==> config.mk <==
export PLATFORM = sky130hd
export DESIGN_NAME = store_req_arbiter
export DESIGN_NICKNAME = d
export VERILOG_FILES = /design/src/rtl/sra_pkg.sv /design/src/rtl/sra_sync.sv /design/src/rtl/sra_grace_timer.sv /design/src/rtl/sra_dirty.sv /design/src/rtl/store_req_arbiter.sv
export SDC_FILE = /design/constraint.sdc
export NUM_CORES = 1
export LEC_CHECK = 0
export ABC_AREA = 1
export BUFFER_PORTS_ARGS = -buffer_cell sky130_fd_sc_hd__buf_2
export CAP_MARGIN = 20
export CORE_AREA = 10 10 53 55
export CTS_CLUSTER_DIAMETER = 120
export DETAILED_ROUTE_END_ITERATION = 10
export DIE_AREA = 0 0 63 65
export SLEW_MARGIN = 20
export SYNTH_ARGS = -nofsm -noshare
export SYNTH_HDL_FRONTEND = slang
export SYNTH_SLANG_ARGS = --single-unit
==> constraint.sdc <==
create_clock -name clk -period 1.35 [get_ports clk]
set_input_delay 0.27 -clock clk [delete_from_list [all_inputs] [get_ports clk]]
set_output_delay 0.27 -clock clk [all_outputs]
set_load 0.1 [all_outputs]
==> src/rtl/sra_pkg.sv <==
// Shared types of the store request arbiter.
// Assumes: nothing beyond IEEE 1800-2017.
package sra_pkg;

    typedef enum logic [2:0] {
        ARB_IDLE,   // line high, host traffic free
        ARB_GRACE,  // line seen low, grace window running
        ARB_START,  // issue the start pulse to the engine
        ARB_WAIT,   // backup running, line held low
        ARB_LOCK,   // backup over, SRAM kept off until line high
        ARB_DROP    // request dropped (clean), wait for line high
    } arb_state_t;

endpackage

==> src/rtl/sra_sync.sv <==
// Multi-flop level synchroniser for an asynchronous pad input.
// Assumes: the input level is quasi-static against the clock; the
// reset value of every stage is RESET_VAL, so an undriven pad looks idle.
module sra_sync #(
    parameter int   STAGES    = 2,
    parameter logic RESET_VAL = 1'b1
) (
    input  logic clk,
    input  logic rst_n,
    input  logic d,
    output logic q
);

    logic [STAGES-1:0] shift_q;

    // Shift the pad level through the synchroniser chain.
    always_ff @(posedge clk) begin
        if (!rst_n) shift_q <= {STAGES{RESET_VAL}};
        else        shift_q <= {shift_q[STAGES-2:0], d};
    end

    assign q = shift_q[STAGES-1];

endmodule

==> src/rtl/sra_grace_timer.sv <==
// Grace window counter: counts while run is high and flags the last
// cycle of a DELAY-cycle window; clears whenever run is low.
// Assumes: DELAY >= 1; run stays high until expired has been seen.
module sra_grace_timer #(
    parameter int DELAY = 16
) (
    input  logic clk,
    input  logic rst_n,
    input  logic run,
    output logic expired
);

    localparam int CW = (DELAY > 1) ? $clog2(DELAY) : 1;
    localparam logic [CW-1:0] LAST = CW'(DELAY - 1);

    logic [CW-1:0] cnt_q;

    // Count cycles spent inside the window, restart when idle.
    always_ff @(posedge clk) begin
        if (!rst_n)                 cnt_q <= '0;
        else if (!run)              cnt_q <= '0;
        else if (cnt_q != LAST)     cnt_q <= cnt_q + 1'b1;
    end

    assign expired = run && (cnt_q == LAST);

    // window counter never passes the last cycle of the window.
    a_r4_cnt_bound: assert property (@(posedge clk) disable iff (!rst_n)
        run |-> (int'(cnt_q) <= DELAY - 1));

endmodule

==> src/rtl/sra_dirty.sv <==
// Written-since-last-transfer mark: set by an accepted host write,
// cleared by a finished backup or restore; a write in the same cycle wins.
// Assumes: done pulses are one cycle wide.
module sra_dirty (
    input  logic clk,
    input  logic rst_n,
    input  logic wr_accept,
    input  logic xfer_done,
    output logic dirty
);

    // Hold the written mark between transfers.
    always_ff @(posedge clk) begin
        if (!rst_n)          dirty <= 1'b0;
        else if (wr_accept)  dirty <= 1'b1;
        else if (xfer_done)  dirty <= 1'b0;
    end

endmodule

==> src/rtl/store_req_arbiter.sv <==
// Store request arbiter for a shared active-low open-drain request/busy
// line. Samples the line, blocks new writes, runs a grace window, starts
// a backup only if the SRAM was written, drives the line low while a
// backup runs and locks the SRAM until the line is seen high again.
// Assumes: line_i is the pad level (wired-AND of all drivers, pulled up);
// store_done arrives only after store_start or while other_store_busy.
module store_req_arbiter
    import sra_pkg::*;
#(
    parameter int DELAY       = 16,
    parameter int SYNC_STAGES = 2
) (
    input  logic clk,
    input  logic rst_n,
    input  logic line_i,
    input  logic bus_wr_req,
    input  logic recall_done,
    input  logic other_store_busy,
    input  logic store_done,
    output logic store_start,
    output logic line_pull_low,
    output logic sram_en,
    output logic wr_inhibit
);

    arb_state_t state_q, state_d;
    logic       line_s;
    logic       grace_exp;
    logic       dirty;
    logic       wr_accept;
    logic       own_busy;

    sra_sync #(.STAGES(SYNC_STAGES), .RESET_VAL(1'b1)) u_sync (
        .clk   (clk),
        .rst_n (rst_n),
        .d     (line_i),
        .q     (line_s)
    );

    sra_grace_timer #(.DELAY(DELAY)) u_timer (
        .clk     (clk),
        .rst_n   (rst_n),
        .run     (state_q == ARB_GRACE),
        .expired (grace_exp)
    );

    sra_dirty u_dirty (
        .clk       (clk),
        .rst_n     (rst_n),
        .wr_accept (wr_accept),
        .xfer_done (store_done || recall_done),
        .dirty     (dirty)
    );

    // Next-state selection for the request sequence.
    always_comb begin
        state_d = state_q;
        unique case (state_q)
            ARB_IDLE:  if (!line_s)   state_d = ARB_GRACE;
            ARB_GRACE: if (grace_exp) state_d = dirty ? ARB_START : ARB_DROP;
            ARB_START:                state_d = ARB_WAIT;
            ARB_WAIT:  if (store_done) state_d = ARB_LOCK;
            ARB_LOCK:  if (line_s)    state_d = ARB_IDLE;
            ARB_DROP:  if (line_s)    state_d = ARB_IDLE;
            default:                  state_d = ARB_IDLE;
        endcase
    end

    // State register.
    always_ff @(posedge clk) begin
        if (!rst_n) state_q <= ARB_IDLE;
        else        state_q <= state_d;
    end

    // Output decode from the registered state and synchronised line.
    always_comb begin
        own_busy      = (state_q == ARB_START) || (state_q == ARB_WAIT);
        store_start   = (state_q == ARB_START);
        line_pull_low = own_busy || other_store_busy;
        sram_en       = !(own_busy || (state_q == ARB_LOCK));
        wr_inhibit    = !line_s || (state_q != ARB_IDLE);
        wr_accept     = bus_wr_req && !wr_inhibit;
    end

    // a backup is only launched while the written mark is set.
    a_r5_start_needs_dirty: assert property (@(posedge clk) disable iff (!rst_n)
        store_start |-> dirty);

    // the start request is exactly one cycle wide.
    a_r4_single_pulse: assert property (@(posedge clk) disable iff (!rst_n)
        store_start |=> !store_start);

    // the line is held low once the engine has been started.
    a_r6_pull_after_start: assert property (@(posedge clk) disable iff (!rst_n)
        store_start |=> line_pull_low);

    // a blocked write never sets the written mark.
    a_r2_blocked_write_clean: assert property (@(posedge clk) disable iff (!rst_n)
        (wr_inhibit && !dirty) |=> !dirty);

    // a disabled SRAM stays disabled while the line still reads low.
    a_r7_lock_until_high: assert property (@(posedge clk) disable iff (!rst_n)
        (!sram_en && !line_s) |=> !sram_en);

    // a foreign backup always drives the line low.
    a_r10_foreign_drive: assert property (@(posedge clk) disable iff (!rst_n)
        other_store_busy |-> line_pull_low);

endmodule

# Yosys cells after proc, flatten, opt, wreduce, memory -nomap -nowiden
# Cells that the tools add are included.
[classes] n_addsub=1 eq_ne=11 mux=8 reduce_logical=16
[op_table] operator="$mux 3" count=5
[op_table] operator="$pmux 3 s5" count=1
[op_table] operator="$eq 3x2->1 const B" count=2
[op_table] operator="$eq 3x3->1 const B" count=2
[op_table] operator="$ne 2x2->1 const B" count=3
[op_table] operator="$logic_or 1x1->1" count=5
[op_table] operator="$add 4x1->4 const B" count=1
[op_table] operator="$eq 4x4->1 const B" count=1
[op_table] operator="$ne 4x4->1 const B" count=1
[op_table] operator="$reduce_and 4->1" count=1
[op_table] operator="$eq 3x1->1 const B" count=1
[op_table] operator="$logic_not 1->1" count=3
[op_table] operator="$logic_not 3->1" count=1
[op_table] operator="$reduce_bool 3->1" count=1
[op_table] operator="$logic_and 1x1->1" count=2
[op_table] operator="$mux 1" count=2
[op_table] operator="$ne 2x1->1 const B" count=1
[op_table] operator="$reduce_and 2->1" count=1
[op_table] operator="$reduce_bool 2->1" count=1
[op_table] operator="$reduce_or 2->1" count=1
[totals] register_bits=10 in_bits=7 out_inout_bits=4 word_cells=40

# Longest topological paths before layout
# Gate-level depths: netlist (run 1).
[depth] ltp_word=5 mapped_depth=8 mapped_depth_nobuf=8

# Modules after synthesis
# Synthesis (run 1) repeated with hierarchy kept, for this count alone.
[hier_totals] cells_unflattened=89 area_unflattened_um2=584.3
[modules_own_cells] mod="store_req_arbiter" instances=1 cells_each=45 area_per_inst_um2=280.3 seq_area_each_um2=60.1
[modules_own_cells] mod="sra_grace_timer" instances=1 cells_each=32 area_per_inst_um2=205.2 seq_area_each_um2=80.1
[modules_own_cells] mod="sra_sync" instances=1 cells_each=6 area_per_inst_um2=55.1 seq_area_each_um2=40.0
[modules_own_cells] mod="sra_dirty" instances=1 cells_each=6 area_per_inst_um2=43.8 seq_area_each_um2=20.0

# Worst setup path before layout (run 1)
# OpenSTA, ideal clock, no wires.
[synth_timing] path_type="register to output" startpoint="register state_q[1]" endpoint="output port sram_en" arrival_ps=1953 required_time_ps=1080 path_slack_ps=-873 stages_incl_launch_ff=4 n_path_buf=0 cell_sequence="dfxtp_1 -> inv_2 -> nor2_1 -> a21oi_1"
[synth_between] elab_chain_len=4 elab_cells_between_ends=6 cone_classes="eq/ne (3); reduce/logical (3)"
[synth_lines] element="start: declaration" line="store_req_arbiter.sv:26" rtl="arb_state_t state_q, state_d;"
[synth_lines] element="start signal: assignment" line="store_req_arbiter.sv:72" rtl="else state_q <= state_d;"
[synth_lines] element="$eq 3x2->1" line="store_req_arbiter.sv:77" rtl="own_busy = (state_q == ARB_START) || (state_q == ARB_WAIT);"
[synth_lines] element="$logic_or 1x1->1" line="store_req_arbiter.sv:77"
[synth_lines] element="$logic_or 1x1->1 (*)" line="store_req_arbiter.sv:80" rtl="sram_en = !(own_busy || (state_q == ARB_LOCK));"
[synth_lines] element="$logic_not 1->1 (*)" line="store_req_arbiter.sv:80"
[synth_lines] element="end: declaration" line="store_req_arbiter.sv:22" rtl="output logic sram_en,"
# Mark *: on every way between the ends. The rest lies on a longest branch, timed or not.

# Final worst setup path (run 1)
# Ends and elaborated chain as after synthesis.

==> impl_metrics.env, run 1 <==
export IMPL_rows=16
export IMPL_crit_fanout=3
export IMPL_die_x_um=63
export IMPL_synth_enable_flop_cells=0
export IMPL_async_reset_ff_share_pct=0
export IMPL_cp_data_arrival_time_ns=1.17
export IMPL_postSynthAreaPerCell_um2=7.12
export IMPL_grt_pass1_vias=554
export IMPL_root_buffer="clkbuf_4"
export IMPL_period_share_pct=106
export IMPL_reg2reg_depth=7
export IMPL_synth_area_um2=505
export IMPL_powerDensity_nw_per_um2=2060
export IMPL_min_path_type="in -> reg"
export IMPL_finalNetCount=106
export IMPL_finalHoldViolCount=0
export IMPL_wl_per_cell_um=11.5
export IMPL_rr_endpoint="state_q[1]"
export IMPL_diodes=0
export IMPL_h_tree_depth=1
export IMPL_setup_ws_ns=-0.0853
export IMPL_synthDistinctLibCells=18
export IMPL_boundaryPins=11
export IMPL_clk_path_buf_depth=2
export IMPL_synth_most_common_cell="nand2_1"
export IMPL_dpl_hpwl_um=953
export IMPL_syn_nets=79
export IMPL_initial_core_util_pct=27.2
export IMPL_antenna_found_initial=0
export IMPL_grt_ovfl_total=0
export IMPL_wl_um=1430
export IMPL_vias_per_cell=4.57
export IMPL_crit_start="state_q[1]"
export IMPL_slowest_delay_ns=0.33
export IMPL_first_pass_iters=4
export IMPL_layout_drive_gt1_share_pct=55.7
export IMPL_cts_clk_slew_worst_paths_ns=0.06
export IMPL_power_mw=1.80
export IMPL_worstSkewPairLatency_ns=0.27
export IMPL_synth_cells_most_frequent="nand2_1, dfxtp_1, nor2_1"
export IMPL_critical_path_class="reg -> out"
export IMPL_gr_usage_all_layers_pct=6.82
export IMPL_syn_inst=71
export IMPL_fillCellCount=166
export IMPL_synth_top_cell_area_share_pct=39.6
export IMPL_post_synth_top_area_cell="dfxtp_1"
export IMPL_ir_drop_v=0.00111
export IMPL_cts_tree="built"
export IMPL_clock_sinks=10
export IMPL_ys_seq_elements=10
export IMPL_ant_nets=0
export IMPL_grt_max_degree=7
export IMPL_drtIter0Drc=22
export IMPL_leakage_nw=0.357
export IMPL_maxClockFrequency_mhz=697
export IMPL_critical_path_depth=5
export IMPL_layout_min_cycle_time_ns=1.44
export IMPL_violations="negative setup slack"
export IMPL_synth_warnings=0
export IMPL_tightestPinTransition_ns=0.256
export IMPL_ys_flop_type="dfxtp_1"
export IMPL_multi_input_area_um2=333
export IMPL_via_count=567
export IMPL_path_delay_family="buffers and inverters"
export IMPL_final_setup_skew_ns=0.00497
export IMPL_path_cells="inv_4 > nor2_4 > buf_6 > a21oi_4 > buf_12"
export IMPL_r2r_slack_ns=0.10
export IMPL_crit_required_ns=1.08
export IMPL_gp_congestion=0.826
export IMPL_core_um2=1860
export IMPL_end_kind="output port"
export IMPL_pre_cts_ws_ns=0.0395
export IMPL_cts_made_buffers=3
export IMPL_cts_hold_buf=0
export IMPL_critPathSlowestCell="dfxtp_2"
export IMPL_setup_violations=4
export IMPL_grt_pass1_wl_um=2260
export IMPL_route_detailed_drc=0
export IMPL_cp_start_kind="flip-flop"
export IMPL_slew_viol_final=0
export IMPL_endpoint="sram_en"
export IMPL_maxSlewHeadroom_pct=82.8
export IMPL_synth_area_leaders="dfxtp_1, nand2_1, nor2_1, a21oi_1, nand3_1"
export IMPL_ys_seq_area_share_pct=39.6
export IMPL_die_y_um=65
export IMPL_crit_buf_inv=3
export IMPL_dieArea_um2=4100
export IMPL_r2r_start="u_timer.cnt_q[0]"
export IMPL_seqCellArea_um2=215
export IMPL_cap_violations=0
export IMPL_io_buffers=10
export IMPL_outcome="complete, but fails checks"
export IMPL_rsz0062_at_grt="yes"
export IMPL_syn_to_final_growth_pct=72.8
==> metal layers <==
layer  vias to the layer above  wire length [um]  global-route usage, %
li1                        287                 -                      -
met1                       257               582                   6.57
met2                        15               706                   11.0
met3                         8                66                   2.92
met4                         0                73                   6.15
met5                         -                 0                      0
==> power by group <==
group	switching (mW)	total [mW]	leakage (nW)	internal (mW)
combinational	0.627	1.08	0.252	0.451
sequential	0.0829	0.449	0.0844	0.366
clock	0.106	0.270	0.0210	0.164
total	0.815	1.80	0.357	0.980
==> logic make-up (layout without fill, tap and decap cells) <==
kind of cell    after synthesis  after routing  share of synthesized area, %
compound gates               11             11                          12.4
simple gates                 40             40                          38.9
buf+inv                       9             35                          6.68
fa+ha+maj                     1              1                          2.47
flops                        10             10                          39.6
==> through the flow <==
stage	util, %	hold WS (ns)	std cells	instance area [um^2]	TNS (ns)
after floorplan	-	0.377	71	546	-0.0384
after global placement	38.2	0.401	111	712	0
after detailed placement	38.2	0.398	111	712	0
after CTS	43.2	0.187	120	805	-0.270
after global routing	46.9	0.186	124	873	-0.437
final	46.9	0.190	124	873	-0.258
==> worst reg2reg max path, cell delays in order, from the launching register on <==
cell and delay (ns):
dfxtp_4 0.37, ha_4 0.14, nand2_2 0.08, nor2_4 0.16, nor2_2 0.07, nor2_4 0.14, nand3_1 0.09, a21oi_1 0.13
==> cells in the final DEF, fill, tap and decap left out <==
cell and n:
nand2_2 3, inv_6 1, buf_2 6, nor2_4 4, buf_12 4, nand4_1 2, buf_4 11, ha_4 1
nor3_1 2, dfxtp_2 3, nor3_2 1, clkinvlp_4 2, a21oi_4 1, or2_4 1, a21oi_1 5, nand2_4 1
clkbuf_8 1, nand3_1 6, nand2_1 9, clkbuf_4 3, inv_4 2, nor2_1 6, dfxtp_4 3, inv_1 4
o31ai_1 1, buf_6 1, or2_2 3, dfxtp_1 4, nor2_2 2, o21ai_0 2, a211oi_1 2
==> flip-flops by register name, indices dropped and copies added (netlist names) <==
name            count
u_dirty.dirty       1
u_timer.cnt_q       4
state_q             3
u_sync.shift_q      2
==> how the worst min path moves through the flow <==
stage,startpoint,to,slack [ns],cells past startpoint
after floorplan,line_i,u_sync.shift_q[0],0.38,1
after global placement,u_sync.shift_q[0],u_sync.shift_q[1],0.40,1
after detailed placement,u_sync.shift_q[0],u_sync.shift_q[1],0.40,1
after CTS,line_i,u_sync.shift_q[0],0.19,2
after global routing,line_i,u_sync.shift_q[0],0.19,2
final,line_i,u_sync.shift_q[0],0.19,2
==> area by class of cell <==
type / count / share of cell area, %
Sequential cell: 10 / 24.6
Multi-Input combinational cell: 52 / 38.1
Clock buffer: 4 / 4.15
Inverter: 9 / 5.87
Timing Repair Buffer: 22 / 23.4
Tap cell: 27 / 3.87
==> what timing repair did <==
item / in CTS / in global routing
pin swaps: 3 / 3
setup buffers: 5 / 4
resized for setup: 7 / 13
setup endpoints to repair: 4 / 7
Power figures use the tool's default switching activity.
==> run 2: changes to the inputs <==
SKIP_LAST_GASP = 1   (was unset)
==> impl_metrics.env, run 2 (synthesized netlist as in run 1, its figures left out) <==
export IMPL_path_cells="inv_4 > nor2_4 > buf_6 > a21oi_4 > buf_12"
export IMPL_final_common_cell="buf_4"
export IMPL_violations="negative setup slack"
export IMPL_multi_input_area_um2=333
export IMPL_reg_largest_list="u_timer.cnt_q x4, state_q x3, u_sync.shift_q x2"
export IMPL_setup_violations=4
export IMPL_slew_viol_final=0
export IMPL_wl_per_cell_um=11.5
export IMPL_die_x_um=63
export IMPL_vias_per_cell=4.57
export IMPL_dieArea_um2=4100
export IMPL_critPathSlowestCell="dfxtp_2"
export IMPL_regMostFlops="u_timer.cnt_q"
export IMPL_cts_clk_slew_worst_paths_ns=0.06
export IMPL_die_y_um=65
export IMPL_layout_drive_gt1_share_pct=55.7
export IMPL_first_pass_iters=4
export IMPL_diodes=0
export IMPL_cts_made_buffers=3
export IMPL_maxSlewHeadroom_pct=82.8
export IMPL_dpl_cell_area_um2=712
export IMPL_clock_sinks=10
export IMPL_grt_pass1_wl_um=2260
export IMPL_min_path_type="in -> reg"
export IMPL_wl_met1_um=582
export IMPL_root_buffer="clkbuf_4"
export IMPL_h_tree_depth=1
export IMPL_powerDensity_nw_per_um2=2060
export IMPL_cap_violations=0
export IMPL_antenna_found_initial=0
export IMPL_seqCellArea_um2=215
export IMPL_power_mw=1.80
export IMPL_drtIter0Drc=23
export IMPL_met3_length_um=66
export IMPL_ant_nets=0
export IMPL_crit_buf_inv=3
export IMPL_dr_wl_met2_um=706
export IMPL_clk_path_buf_depth=2
export IMPL_gr_usage_all_layers_pct=6.82
export IMPL_cts_tree="built"
export IMPL_cp_data_arrival_time_ns=1.17
export IMPL_gp_congestion=0.826
export IMPL_finalNetCount=106
export IMPL_ir_drop_v=0.00111
export IMPL_finalHoldViolCount=0
export IMPL_layout_min_cycle_time_ns=1.44
export IMPL_finalHoldWorstSlack_ns=0.190
export IMPL_crit_required_ns=1.08
export IMPL_dpl_hpwl_um=953
export IMPL_initial_core_util_pct=27.2
export IMPL_grt_pass1_vias=554
export IMPL_leakage_nw=0.357
export IMPL_final_cell_mix="buf_4, nand2_1, nand3_1, nor2_1, buf_2"
export IMPL_cp_start_kind="flip-flop"
export IMPL_stdcell_area_um2=873
export IMPL_worstSkewPairLatency_ns=0.27
export IMPL_final_setup_skew_ns=0.00497
export IMPL_crit_fanout=3
export IMPL_grt_ovfl_total=0
export IMPL_rsz0062_at_grt="yes"
export IMPL_boundaryPins=11
export IMPL_critical_path_class="reg -> out"
export IMPL_fillCellCount=166
export IMPL_via_count=567
export IMPL_syn_to_final_growth_pct=72.8
export IMPL_rows=16
export IMPL_path_delay_family="buffers and inverters"
export IMPL_io_buffers=10
export IMPL_core_um2=1860
export IMPL_setup_ws_ns=-0.0853
export IMPL_maxClockFrequency_mhz=697
export IMPL_top_layer_used="met4"
export IMPL_largest_register_ffs=4
export IMPL_tightestPinTransition_ns=0.256
export IMPL_outcome="complete, but fails checks"
export IMPL_period_share_pct=106
export IMPL_grt_max_degree=7
export IMPL_end_kind="output port"
export IMPL_wl_um=1430
export IMPL_slowest_delay_ns=0.33
export IMPL_route_detailed_drc=0
==> run 2: area by class of cell <==
cell class                      instances  area share, %
Clock buffer                            4           4.15
Multi-Input combinational cell         52           38.1
Tap cell                               27           3.87
Sequential cell                        10           24.6
Inverter                                9           5.87
Timing Repair Buffer                   22           23.4
==> run 2: path summary, 6_finish.rpt <==
path / from / to / slack (ns) / cells past startpoint
setup / recovery: state_q[1] / sram_en / -0.09 / 5
hold / removal: line_i / u_sync.shift_q[0] / 0.19 / 2
setup reg to reg: u_timer.cnt_q[0] / state_q[1] / 0.10 / 7
hold reg to reg: u_sync.shift_q[0] / u_sync.shift_q[1] / 0.41 / 1
==> run 2: metrics by stage <==
stage / setup slack (ns) / utilization, % / std cells / TNS, ns
after detailed placement: 0.0395 / 38.2 / 111 / 0
after global routing: -0.122 / 46.9 / 124 / -0.437
after global placement: 0.0517 / 38.2 / 111 / 0
after floorplan: -0.0196 / - / 71 / -0.0384
after CTS: -0.0848 / 43.2 / 120 / -0.270
final: -0.0853 / 46.9 / 124 / -0.258
==> run 2: repair_timing <==
item,CTS,global route
setup buffers,5,4
pin swaps,3,3
hold buffers,0,0
resized for setup,7,13
endpoints found under the hold margin,0,0
setup endpoints to repair,4,7
gates cloned,0,0
==> run 2: routing by layer <==
metal | up-vias | GRT usage, %
met1 | 257 | 6.57
met5 | - | 0
met3 | 8 | 2.92
met4 | 0 | 6.15
met2 | 15 | 11.0
li1 | 287 | -
==> run 2: where the power goes <==
part,leakage (nW),internal [mW],total (mW),switching (mW)
sequential,0.0844,0.366,0.449,0.0829
combinational,0.252,0.451,1.08,0.627
clock,0.0210,0.164,0.270,0.106
total,0.357,0.980,1.80,0.815
==> run 3: changes to the inputs <==
--- a/config.mk
+++ b/config.mk
@@ -10,6 +10,7 @@
 export CAP_MARGIN = 20
-export CORE_AREA = 10 10 53 55
+export CORE_AREA = 10 10 47 49
 export CTS_CLUSTER_DIAMETER = 120
 export DETAILED_ROUTE_END_ITERATION = 10
-export DIE_AREA = 0 0 63 65
+export DIE_AREA = 0 0 57 59
+export PLACE_DENSITY = 0.66
 export SKIP_LAST_GASP = 1
@@ -18,2 +19,3 @@
 export SYNTH_HDL_FRONTEND = slang
+export SYNTH_HIERARCHICAL = 1
 export SYNTH_SLANG_ARGS = --single-unit
--- a/constraint.sdc
+++ b/constraint.sdc
@@ -3,2 +3,2 @@
 set_output_delay 0.27 -clock clk [all_outputs]
-set_load 0.1 [all_outputs]
+set_load 0.02 [all_outputs]
==> impl_metrics.env, run 3 <==
export IMPL_path_cells="inv_2 > nand3_1 > inv_1 > inv_1 > nor2_1 > nor2_2 > nor2_4 > nand3_1 > nand2_1 > nor2_1"
export IMPL_pwr_share_clk_pct=31.0
export IMPL_dpl_hpwl_um=841
export IMPL_postLayoutCoreUtil_pct=56.8
export IMPL_wl_per_cell_um=9.92
export IMPL_critical_path_class="reg -> reg"
export IMPL_setup_ws_ns=0.00380
export IMPL_diodes=0
export IMPL_rows=14
export IMPL_outcome="complete, no violations"
export IMPL_drtIter0Drc=9
export IMPL_ys_flop_type="dfxtp_1"
export IMPL_async_reset_ff_share_pct=0
export IMPL_min_path_type="in -> reg"
export IMPL_slowest_delay_ns=0.34
export IMPL_maxClockFrequency_mhz=743
export IMPL_maxSlewHeadroom_pct=83.1
export IMPL_core_um2=1400
export IMPL_gp_congestion=0.808
export IMPL_initial_core_util_pct=41.7
export IMPL_syn_nets=97
export IMPL_path_delay_family="simple AND/OR/NAND/NOR gates"
export IMPL_regMostFlops="u_timer/cnt_q"
export IMPL_finalHoldViolCount=0
export IMPL_swShare_pct=31.7
export IMPL_finalNetCount=119
export IMPL_first_pass_iters=4
export IMPL_wl_um=1250
export IMPL_layout_min_cycle_time_ns=1.35
export IMPL_synth_warnings=6
export IMPL_dpl_cell_area_um2=654
export IMPL_die_x_um=57
export IMPL_power_switching_mw=0.283
export IMPL_syn_inst=89
export IMPL_cts_clk_slew_worst_paths_ns=0.08
export IMPL_route_detailed_drc=0
export IMPL_ant_nets=0
export IMPL_slew_viol_final=0
export IMPL_root_buffer="clkbuf_4"
export IMPL_stdcell_area_um2=796
export IMPL_final_setup_skew_ns=0.00357
export IMPL_crit_required_ns=1.51
export IMPL_syn_to_final_growth_pct=36.2
export IMPL_cp_data_arrival_time_ns=1.50
export IMPL_h_tree_depth=1
export IMPL_synth_cells_most_frequent="inv_1, nand2_1, nor2_1"
export IMPL_p_int_mw=0.609
export IMPL_grt_pass1_wl_um=1920
export IMPL_synthDistinctLibCells=19
export IMPL_synth_area_leaders="dfxtp_1, inv_1, nand2_1, nor2_1, nor2_4"
export IMPL_grt_max_degree=7
export IMPL_dp_cells=115
export IMPL_critPathSlowestCell="dfxtp_2"
export IMPL_stdcell_count=126
export IMPL_ys_seq_elements=10
export IMPL_grt_pass1_vias=525
export IMPL_final_cell_mix="inv_1, nand2_1, nor2_1, buf_4"
export IMPL_setup_violations=0
export IMPL_fillCellCount=130
export IMPL_reg_largest_list="u_timer/cnt_q x4, state_q x3, u_sync/shift_q x2"
export IMPL_tightestPinTransition_ns=0.253
export IMPL_cts_hold_buf=0
export IMPL_p_seq_share_pct=38.5
export IMPL_rsz0062_at_grt="yes"
export IMPL_pre_cts_ws_ns=0.0423
export IMPL_vias_per_cell=4.46
export IMPL_cts_tree="built"
export IMPL_powerDensity_nw_per_um2=1120
export IMPL_antenna_found_initial=0
export IMPL_leakage_nw=0.410
export IMPL_postSynthAreaPerCell_um2=6.57
export IMPL_boundaryPins=11
export IMPL_layout_drive_gt1_share_pct=40.0
export IMPL_crit_buf_inv=3
export IMPL_synth_area_um2=584
export IMPL_power_mw=0.892
export IMPL_gr_usage_all_layers_pct=6.86
export IMPL_final_common_cell="inv_1"
export IMPL_ir_drop_v=0.000657
export IMPL_post_synth_top_area_cell="dfxtp_1"
export IMPL_largest_register_ffs=4
export IMPL_ys_seq_area_share_pct=34.3
export IMPL_via_count=562
export IMPL_cp_start_kind="flip-flop"
export IMPL_io_buffers=10
export IMPL_clk_path_buf_depth=2
export IMPL_synth_enable_flop_cells=0
export IMPL_die_y_um=59
export IMPL_worstSkewPairLatency_ns=0.26
export IMPL_combPwrFrac_pct=30.4
export IMPL_clock_sinks=10
export IMPL_cap_violations=0
export IMPL_synth_top_cell_area_share_pct=34.3
export IMPL_cts_made_buffers=3
export IMPL_end_kind="flip-flop"
export IMPL_dieArea_um2=3360
export IMPL_crit_fanout=5
export IMPL_grt_ovfl_total=0
export IMPL_period_share_pct=99.7
==> run 3: layer usage <==
metal	global-route usage, %	routed length [um]	up-vias
met5	0	0	-
met4	3.36	31	0
met3	3.43	74	4
met2	10.5	526	12
met1	7.69	618	236
li1	-	-	310
==> run 3: worst paths after layout <==
kind	end	from	slack, ns	cells after the start
worst min-delay path	u_sync/shift_q[0]	line_i	0.18	3
worst min register to register	u_sync/shift_q[1]	u_sync/shift_q[0]	0.41	2
worst max register to register	state_q[0]	state_q[2]	0.004	10
worst max-delay path	state_q[0]	state_q[2]	0.004	10
==> run 3: layout make-up <==
class / count / area, um^2 / area share, %
Clock buffer: 4 / 36.3 / 4.56
Inverter: 22 / 85.1 / 10.7
Multi-Input combinational cell: 57 / 327 / 41.0
Sequential cell: 10 / 208 / 26.1
Tap cell: 16 / 20.0 / 2.52
Timing Repair Buffer: 17 / 120 / 15.1
==> run 3: stage by stage <==
step	hold WS [ns]	setup TNS (ns)
2_1_floorplan	0.339	0
3_3_place_gp	0.389	0
3_5_place_dp	0.389	0
4_1_cts	0.173	-0.0239
5_1_grt	0.184	-0.151
6_report	0.176	0
==> run 3: tightest hold or removal path, stage by stage <==
cell and delay (ns):
buf_2 0.07, inv_1 0.03, nand2_1 0.04
==> run 3: cells by family (layout without fill, tap and decap cells) <==
| family | count (synthesis) | after routing | synth area share [%] |
|---|---|---|---|
| simple gates | 48 | 48 | 41.3 |
| buf+inv | 22 | 43 | 14.1 |
| flops | 10 | 10 | 34.3 |
| compound gates | 8 | 8 | 8.14 |
| fa+ha+maj | 1 | 1 | 2.14 |
==> run 3: power groups by stage <==
stage | Clock [mW] | Combinational [mW] | Sequential, mW
after global routing | 0.293 | 0.300 | 0.346
after floorplan | 0 | 0.155 | 0.340
after detailed placement | 0 | 0.196 | 0.345
after CTS | 0.278 | 0.218 | 0.340
after global placement | 0 | 0.195 | 0.345
final | 0.277 | 0.271 | 0.344
==> run 3: timing repair <==
action / 4_1_cts / 5_1_grt
pin swaps: 1 / 1
setup buffers: 2 / 5
resized for setup: 5 / 12
setup endpoints to repair: 4 / 7
